$ cat src/rtl/bsimd_pkg.sv
package bsimd_pkg;
  localparam int FUNC_W = 16;
  localparam int SRC_W  = 5;
  localparam int DST_W  = 4;
  localparam int NFLAG  = 8;
  localparam int NDIR   = 8;
  localparam int CTRL_W = FUNC_W + 3 + 2*SRC_W + DST_W;

  localparam int FLG_X = 0;
  localparam int FLG_A = 6;
  localparam int FLG_F = 7;

  localparam logic [SRC_W-1:0] SRC_NBR0 = 5'd8;
  localparam logic [SRC_W-1:0] SRC_MEM  = 5'd16;
  localparam logic [DST_W-1:0] DST_MEM  = 4'd8;

  typedef struct packed {
    logic [FUNC_W-1:0] func;
    logic              use_act;
    logic              use_row;
    logic              use_col;
    logic [SRC_W-1:0]  src_i;
    logic [SRC_W-1:0]  src_j;
    logic [DST_W-1:0]  dst;
  } ctrl_t;
endpackage

$ cat src/rtl/bsimd_opsel.sv
module bsimd_opsel
  import bsimd_pkg::*;
(
  input  logic [SRC_W-1:0] sel,
  input  logic [NFLAG-1:0] flags,
  input  logic [NDIR-1:0]  nbr,
  input  logic             mem_bit,
  output logic             op
);
  always_comb begin
    op = 1'b0;
    if (sel < SRC_NBR0)
      op = flags[sel[2:0]];
    else if (sel < SRC_MEM)
      op = nbr[sel[2:0]];
    else if (sel == SRC_MEM)
      op = mem_bit;
  end
endmodule

$ cat src/rtl/bsimd_alu.sv
module bsimd_alu
  import bsimd_pkg::*;
(
  input  logic [FUNC_W-1:0] func,
  input  logic              op_i,
  input  logic              op_j,
  input  logic              acc,
  output logic              f_new,
  output logic              d_out
);
  logic [2:0] k;
  logic [3:0] hi_pos;

  assign k      = {op_i, op_j, acc};
  assign hi_pos = 4'd15 - {k, 1'b0};

  always_comb begin
    f_new = func[hi_pos];
    d_out = func[hi_pos - 4'd1];
  end
endmodule

$ cat src/rtl/bsimd_store.sv
module bsimd_store
  import bsimd_pkg::*;
#(
  parameter int MEM_BITS = 256,
  localparam int ADDR_W  = $clog2(MEM_BITS)
)(
  input  logic              clk,
  input  logic              rst,
  input  logic              exec,
  input  logic              f_new,
  input  logic              d_in,
  input  logic [DST_W-1:0]  dst,
  input  logic [ADDR_W-1:0] addr,
  output logic [NFLAG-1:0]  flags_q,
  output logic              mem_rd
);
  logic mem [MEM_BITS];

  always_ff @(posedge clk) begin
    if (exec && dst == DST_MEM)
      mem[addr] <= d_in;
  end

  assign mem_rd = mem[addr];

  always_ff @(posedge clk) begin
    if (rst) begin
      flags_q <= '0;
    end else if (exec) begin
      flags_q[FLG_F] <= f_new;
      if (dst < DST_W'(NFLAG))
        flags_q[dst[2:0]] <= d_in;
    end
  end
endmodule

$ cat src/rtl/bsimd_pe.sv
module bsimd_pe
  import bsimd_pkg::*;
#(
  parameter int MEM_BITS = 256,
  localparam int ADDR_W  = $clog2(MEM_BITS),
  localparam int INSTR_W = CTRL_W + ADDR_W
)(
  input  logic               clk,
  input  logic               rst,
  input  logic               instr_en,
  input  logic [INSTR_W-1:0] instr,
  input  logic [NDIR-1:0]    nbr_in,
  input  logic               row_en,
  input  logic               col_en,
  output logic               resp_x
);
  ctrl_t             ctl;
  logic [ADDR_W-1:0] addr;
  logic [NFLAG-1:0]  flags_q;
  logic              mem_rd;
  logic              exec_en;
  logic              f_new;
  logic              d_res;
  logic [1:0]        ops;
  logic [DST_W-1:0]  dst_sel;

  assign ctl     = ctrl_t'(instr[INSTR_W-1:ADDR_W]);
  assign addr    = instr[ADDR_W-1:0];
  assign dst_sel = ctl.dst;

  assign exec_en = instr_en
                 && (!ctl.use_act || flags_q[FLG_A])
                 && (!ctl.use_row || row_en)
                 && (!ctl.use_col || col_en);

  for (genvar g = 0; g < 2; g++) begin : g_opsel
    bsimd_opsel u_sel (
      .sel     ((g == 0) ? ctl.src_i : ctl.src_j),
      .flags   (flags_q),
      .nbr     (nbr_in),
      .mem_bit (mem_rd),
      .op      (ops[g])
    );
  end

  bsimd_alu u_alu (
    .func  (ctl.func),
    .op_i  (ops[0]),
    .op_j  (ops[1]),
    .acc   (flags_q[FLG_F]),
    .f_new (f_new),
    .d_out (d_res)
  );

  bsimd_store #(.MEM_BITS(MEM_BITS)) u_store (
    .clk     (clk),
    .rst     (rst),
    .exec    (exec_en),
    .f_new   (f_new),
    .d_in    (d_res),
    .dst     (dst_sel),
    .addr    (addr),
    .flags_q (flags_q),
    .mem_rd  (mem_rd)
  );

  assign resp_x = flags_q[FLG_X];
endmodule

$ cat config.mk
export PLATFORM = sky130hd
export DESIGN_NAME = bsimd_pe
export DESIGN_NICKNAME = d
export VERILOG_FILES = /design/src/rtl/bsimd_pkg.sv /design/src/rtl/bsimd_opsel.sv /design/src/rtl/bsimd_alu.sv /design/src/rtl/bsimd_store.sv /design/src/rtl/bsimd_pe.sv
export SDC_FILE = /design/constraint.sdc
export NUM_CORES = 1
export LEC_CHECK = 0
export CAP_MARGIN = 25
export CELL_PAD_IN_SITES_DETAIL_PLACEMENT = 0
export CELL_PAD_IN_SITES_GLOBAL_PLACEMENT = 1
export CORE_MARGIN = 10
export CORE_UTILIZATION = 47
export CTS_BUF_LIST = sky130_fd_sc_hd__clkbuf_4 sky130_fd_sc_hd__clkbuf_8
export DETAILED_ROUTE_END_ITERATION = 12
export GPL_TIMING_DRIVEN = 0
export HOLD_SLACK_MARGIN = 0.12
export PLACE_DENSITY_LB_ADDON = 0.2
export REMOVE_ABC_BUFFERS = 1
export SYNTH_ARGS = -nofsm -noshare
export SYNTH_HDL_FRONTEND = slang
export SYNTH_SLANG_ARGS = --single-unit
$ cat constraint.sdc
create_clock -name clk -period 6.4 [get_ports clk]
set_input_delay 0.64 -clock clk [delete_from_list [all_inputs] [get_ports clk]]
set_output_delay 0.64 -clock clk [all_outputs]
set_load 0.02 [all_outputs]
### After elaboration in Yosys (flattened, before gate mapping)

Memory sizes are Yosys's and may differ from the RTL's.
Index checks and enable logic that the tools add are counted.

* flip-flop bits (word level): 8
* RAM bits: 256
* input bits: 54
* memories kept: 1
* word-level logic and storage cells: 55
* output and inout port bits: 1

Memory list
* u_store.mem: words 256, width 1, rd ports 1, clocked after memory_dff 0, write ports 1, line bsimd_store.sv:17 `logic mem [MEM_BITS];`

* multiplexer cells: 24
* equality and inequality tests: 3
* reductions and logical operators: 12
* add/sub/neg operators: 2
* $lt $le $gt $ge: 11

Operators with widths (count)
* $mux W1: 15
* $bmux W1 S3: 4
* $lt A3 B4 Y1 const B: 3
* $eq A5 B5 Y1 const B: 2
* $lt A4 B5 Y1 const B: 2
* $lt A5 B4 Y1 const B: 2
* $lt A5 B5 Y1 const B: 2
* $bmux W1 S4: 2
* $bwmux W8: 1
* $mux W8: 1
* $logic_and A1 B1 Y1: 5
* $eq A4 B4 Y1 const B: 1
* $lt A4 B4 Y1 const B: 1
* $sub A4 B1 Y4 const B: 1
* $sub A4 B4 Y4 const A: 1
* $demux W1 S3: 1
* $ge A3 B1 Y1 const B: 1
* $logic_not A1 Y1: 3
* $logic_or A1 B1 Y1: 3
* $reduce_and A2 Y1: 1

### Longest topological paths before layout

* depth after elaboration: 10
* gate-level depth with buffers: 14

### By module

A second synthesis with hierarchy kept.

* cell total of the unflattened synthesis: 816
* area total of the unflattened synthesis: 11811.3 sq um

Modules (own cells, without submodules)
* bsimd_store: seq. area each 7847.5 sq um, area an instance 11363.4 sq um, instances 1, cells an instance 786
* bsimd_opsel: seq. area each 0.0 sq um, area an instance 146.4 sq um, instances 2, cells an instance 10
* bsimd_alu: seq. area each 0.0 sq um, area an instance 127.6 sq um, instances 1, cells an instance 6
* bsimd_pe: seq. area each 0.0 sq um, area an instance 27.5 sq um, instances 1, cells an instance 4

### Worst setup path before layout

Ideal clock, no wire load.

* path type: in2reg
* from: input instr[17]
* to: memory u_store.mem[0], data pin
* path slack: 0.023 ns
* stages on the path: 11
* required time: 5.627 ns
* data arrival time: 5.603 ns
* setup time: 0.773 ns
* path through: clkbuf_1 > mux4_2 > mux4_2 > nand2b_1 > clkbuf_2 > o21ai_0 > nor2_1 > o221ai_1 > o211a_1 > buf_6 > inv_1

* word-level cells in the longest chain between the ends: 8
* elaborated cells between the ends (all ways): 14

RTL lines
* from (decl): line bsimd_pe.sv:11 `input logic [INSTR_W-1:0] instr,`
* $bmux W1 S3 or $eq A5 B5 Y1 (tied branches): line bsimd_opsel.sv:15, bsimd_opsel.sv:16
* $mux W1 (on tied branches): line bsimd_opsel.sv:15, bsimd_opsel.sv:16
* $mux W1: line bsimd_opsel.sv:14 `else if (sel < SRC_MEM)`
* $mux W1 *: line bsimd_opsel.sv:12 `if (sel < SRC_NBR0)`
* $sub A4 B4 Y4 *: line bsimd_alu.sv:15 `assign hi_pos = 4'd15 - {k, 1'b0};`
* $sub A4 B1 Y4 *: line bsimd_alu.sv:19 `d_out = func[hi_pos - 4'd1];`
* $bmux W1 S4 *: line bsimd_alu.sv:19
* $mux W1 (not written as such) *: line bsimd_alu.sv:19
* net d_res: line bsimd_pe.sv:23 `logic d_res;`
* to (decl): line bsimd_store.sv:17

The timed path passes the listed nets; every way through them passes the cells marked *. The select of a mux whose other input is x is not followed.

### Worst setup path in the final report

* from: input instr[0]
* to: memory u_store.mem[95], data pin

* word-level cells in the longest chain between the ends: 8
* elaborated cells between the ends (all ways): 11

RTL lines
* $mem_v2 Z256 W1 *
* $mux W1: line bsimd_opsel.sv:16 `else if (sel == SRC_MEM)`
* $mux W1: line bsimd_opsel.sv:14
* $mux W1: line bsimd_opsel.sv:12
* $sub A4 B4 Y4 *: line bsimd_alu.sv:15
* $sub A4 B1 Y4 *: line bsimd_alu.sv:19
* $bmux W1 S4 *: line bsimd_alu.sv:19
* $mux W1 (not written as such) *: line bsimd_alu.sv:19
* net d_res: line bsimd_pe.sv:23

Marked as above.

==> metrics.md <==
| Metric | Value |
|---|---|
| Final wirelength | 28.9 mm |
| Post-CTS sizing | 0 |
| Post-Route Setup TNS | 0 ns |
| Cells after DPL | around 1200 |
| Synth Flop Type | edfxtp_1 |
| CORE AREA | between 20000 and 30000 µm² |
| Initial antenna violation count | 0 |
| Final Hold Vio Count | 0 |
| Design area | between 10000 and 15000 µm² |
| Post-Synthesis Cells | 886 |
| Final Critical Period | about 4.8 ns |
| Fillers | around 2100 |
| Leakage | around 4.3 nW |
| Status | complete, no violations |
| Clk_lat worst skew | 0.55 ns |
| Via count | between 7000 and 8000 |
| Hold buffers post-CTS | 0 |
| Final net count | 984 |
| Seq pwr share | 0.533 |
| Commonest non-fill, non-tap cell in the layout | nor2_1 |
| # setup viols final | 0 |
| Arrival @ worst endpoint | 5.02 ns |
| Area after DPL | about 13000 µm² |
| I/O pin count | 55 |
| Synth Area per Inst | 13.7 µm² |
| Sequential share of the synthesized area | 0.645 |
| Core Rows | 58 |
| Most frequent cells in the layout | 275 x nor2_1, 256 x edfxtp_1, 59 x mux2i_1 |
| Worst setup EP type | flip-flop |
| Port buffer count | 54 |
| Worst Hold Class | flip-flop to flip-flop |
| Die Footprint | around 33000 µm² |
| Grt ovf | 0 |
| Clock root buffer | clkbuf_8 |
| Die Ht | approximately 180 µm |
| Gr usage total | 0.172 |
| P&R area growth vs syn | 13.0% |
| Crit path largest cell delay | between 0.8 and 0.9 ns |
| GPL Wtd Cong | roughly 0.83 |
| Yosys cell types | 52 |
| Clk sink count | 264 |
| Initial Utilization | 0.481 |
| First-pass GRT wire length | ~44 mm |
| Rel. slew slack | 0.266 |
| Tcrit/Tclk final | 0.756 |
| RSZ-0062 raised after global routing | no |
| Setup bufs post-CTS | 0 |
| Register area | 7850 µm² |
| Vias per cell | 5.81 |
| Finished Layout Cells | between 1000 and 1500 |
| DP HPWL | roughly 17 mm |
| Worst Setup SP | instr[0] |
| Synth Cell Area | around 12000 µm² |
| Hold Crit Depth | 2 |
| DRT antenna net count | 0 |
| Int Power | ~2.9 mW |
| CTS tree | built |
| Worst Path Max Fanout | between 100 and 150 |
| # DRC | 0 |
| Pre-antenna DRT Iters | 5 |
| Largest net degree at the start of global routing | between 100 and 150 |
| Initial DRC count | around 800 |
| Final Skew | between 0.02 and 0.025 ns |
| Vias in the first global route | ~7700 |
| Power per standard cell area | 270 nW/µm² |
| CTS H-Tree Depth | 2 |
| Ys async rst share | 0 |
| Switch Pwr | ~840 µW |
| Pins Over Slew Limit | 0 |
| #FFs+latches synth | between 200 and 300 |
| Clock-pin slew on the worst setup and hold paths | around 0.05 ns |
| Area taken by multi-input logic gates | ~4000 µm² |
| Total CTS buffers | 44 |
| Clock power frac | 0.382 |
| Worst hold slack | 0.524 ns |
| Fmax achieved | just over 0.2 GHz |
| Family with the most delay on the worst path | simple AND/OR/NAND/NOR gates |
| Sw Share | 0.227 |
| Critical-path cell list | buf_4 > nor2b_1 > a22oi_1 > and3_1 > nor4_1 > o311ai_1 > o21a_4 > o31ai_1 > o211a_1 > inv_6 > buf_16 |
| Crit path kind | input pin to flip-flop |
| Critical-path top delay cell | nor2b_1 |
| Worst setup SP type | input pin |
| Tightest Pin Transition | 1.10 ns |
| Gate power share | 0.085 |
| ANT cells | 0 |
| CTS Buffer Depth | 3 |
| Post-synth EDFFs | roughly 260 |
| Layout cells sized above 1 | 0.141 |
| Max_cap viols | 0 |
| Wire length per cell | about 22 µm |
| Critical Path RT | 6.58 ns |
| CP bufs+invs | 3 |
| Ys Warns | 0 |
| Register-to-Register Path Depth | 9 |
| VDD IR-drop max | a little over 0.2 mV |
| Reg-to-reg startpoint | u_store.flags_q[7] |
| Chip width | around 180 µm |
| Crit. path cell count | 11 |
[state kept, by name, summed over array words and instances (netlist names), named ones only]
register,cells
u_store.mem,256
u_store.flags_q,1
[synthesized netlist by cell type, types with 2 or more instances]
cell,n,area (µm²)
o21ai_0,4,20.0
a311oi_1,4,35.0
dfxtp_1,8,160
nor4_1,2,12.5
nand3b_1,3,22.5
buf_2,6,30.0
mux2i_1,59,591
nand2b_1,5,31.3
mux4_1,11,289
nor2b_1,9,56.3
inv_1,6,22.5
a22oi_1,17,128
clkbuf_1,38,143
mux4_2,47,1060
nand4_1,2,12.5
o22a_1,2,17.5
nand3_1,16,80.1
edfxtp_1,256,7690
buf_4,9,67.6
o211ai_1,2,15.0
and2_1,4,25.0
a21oi_1,11,55.1
nor3_1,7,35.0
a211oi_1,4,30.0
nor2_1,275,1030
mux2_2,5,56.3
a221oi_1,3,26.3
buf_6,3,33.8
a31oi_1,2,12.5
o22ai_1,3,18.8
buf_1,4,15.0
and3_1,2,12.5
nand2_1,38,143
[cells by family (layout without fill, tap and decap cells)]
| family | after synthesis | after routing | share of synthesized area |
|---|---|---|---|
| AOI/OAI and AO/OA | 61 | 61 | 0.0379 |
| buffers and inverters | 69 | 145 | 0.0280 |
| DFF | 264 | 264 | 0.645 |
| muxes | 122 | 122 | 0.164 |
| and+or+nand+nor | 370 | 370 | 0.126 |
[through the flow]
stage / power, mW / utilization / worst slack (ns)
after global routing: 3.84 / 0.543 / 1.32
after floorplan: 2.19 / - / 0.324
after detailed placement: 2.33 / 0.509 / 1.07
final: 3.71 / 0.543 / 1.56
after global placement: 2.35 / 0.506 / -6.06
after CTS: 3.74 / 0.542 / 1.62
[worst paths after layout]
| kind | to | slack (ns) |
|---|---|---|
| worst max-delay path | u_store.mem[95] | 1.56 |
| worst min-delay path | flip-flop | 0.52 |
| worst max register to register | u_store.mem[95] | 2.36 |
| worst min register to register | flip-flop | 0.52 |
[final cells by class]
class	count	share of cell area
sequential	264	0.570
multi-input combinational	553	0.290
clock buffer	66	0.0574
timing repair buffer	60	0.0465
tap	330	0.0300
clock inverter	12	0.00391
inverter	7	0.00227
[power groups by stage]
| stage | registers, mW | logic [mW] | clock network [mW] |
|---|---|---|---|
| final | 1.98 | 0.315 | 1.42 |
| after global routing | 1.98 | 0.339 | 1.53 |
| after floorplan | 2.03 | 0.160 | 0 |
| after detailed placement | 2.01 | 0.315 | 0 |
| after CTS | 1.98 | 0.315 | 1.45 |
| after global placement | 2.05 | 0.305 | 0 |
[metal layers]
| metal | wire, µm | GRT usage |
|---|---|---|
| met5 | 0 | 0 |
| met4 | 622 | 0.0550 |
| met3 | 1870 | 0.0316 |
| met2 | 14600 | 0.295 |
| met1 | 11900 | 0.214 |
[worst reg2reg max path, cell delays in order, from the launching register on]
cell and delay, ns:
dfxtp_1 0.48, mux4_2 0.54, mux4_2 0.48, nand2b_1 0.24, o21ai_0 0.17, nor2_1 0.25
o221ai_1 0.17, o211a_1 0.31, inv_6 0.56, buf_16 0.43
No activity file was read; power rests on OpenSTA's default activity.
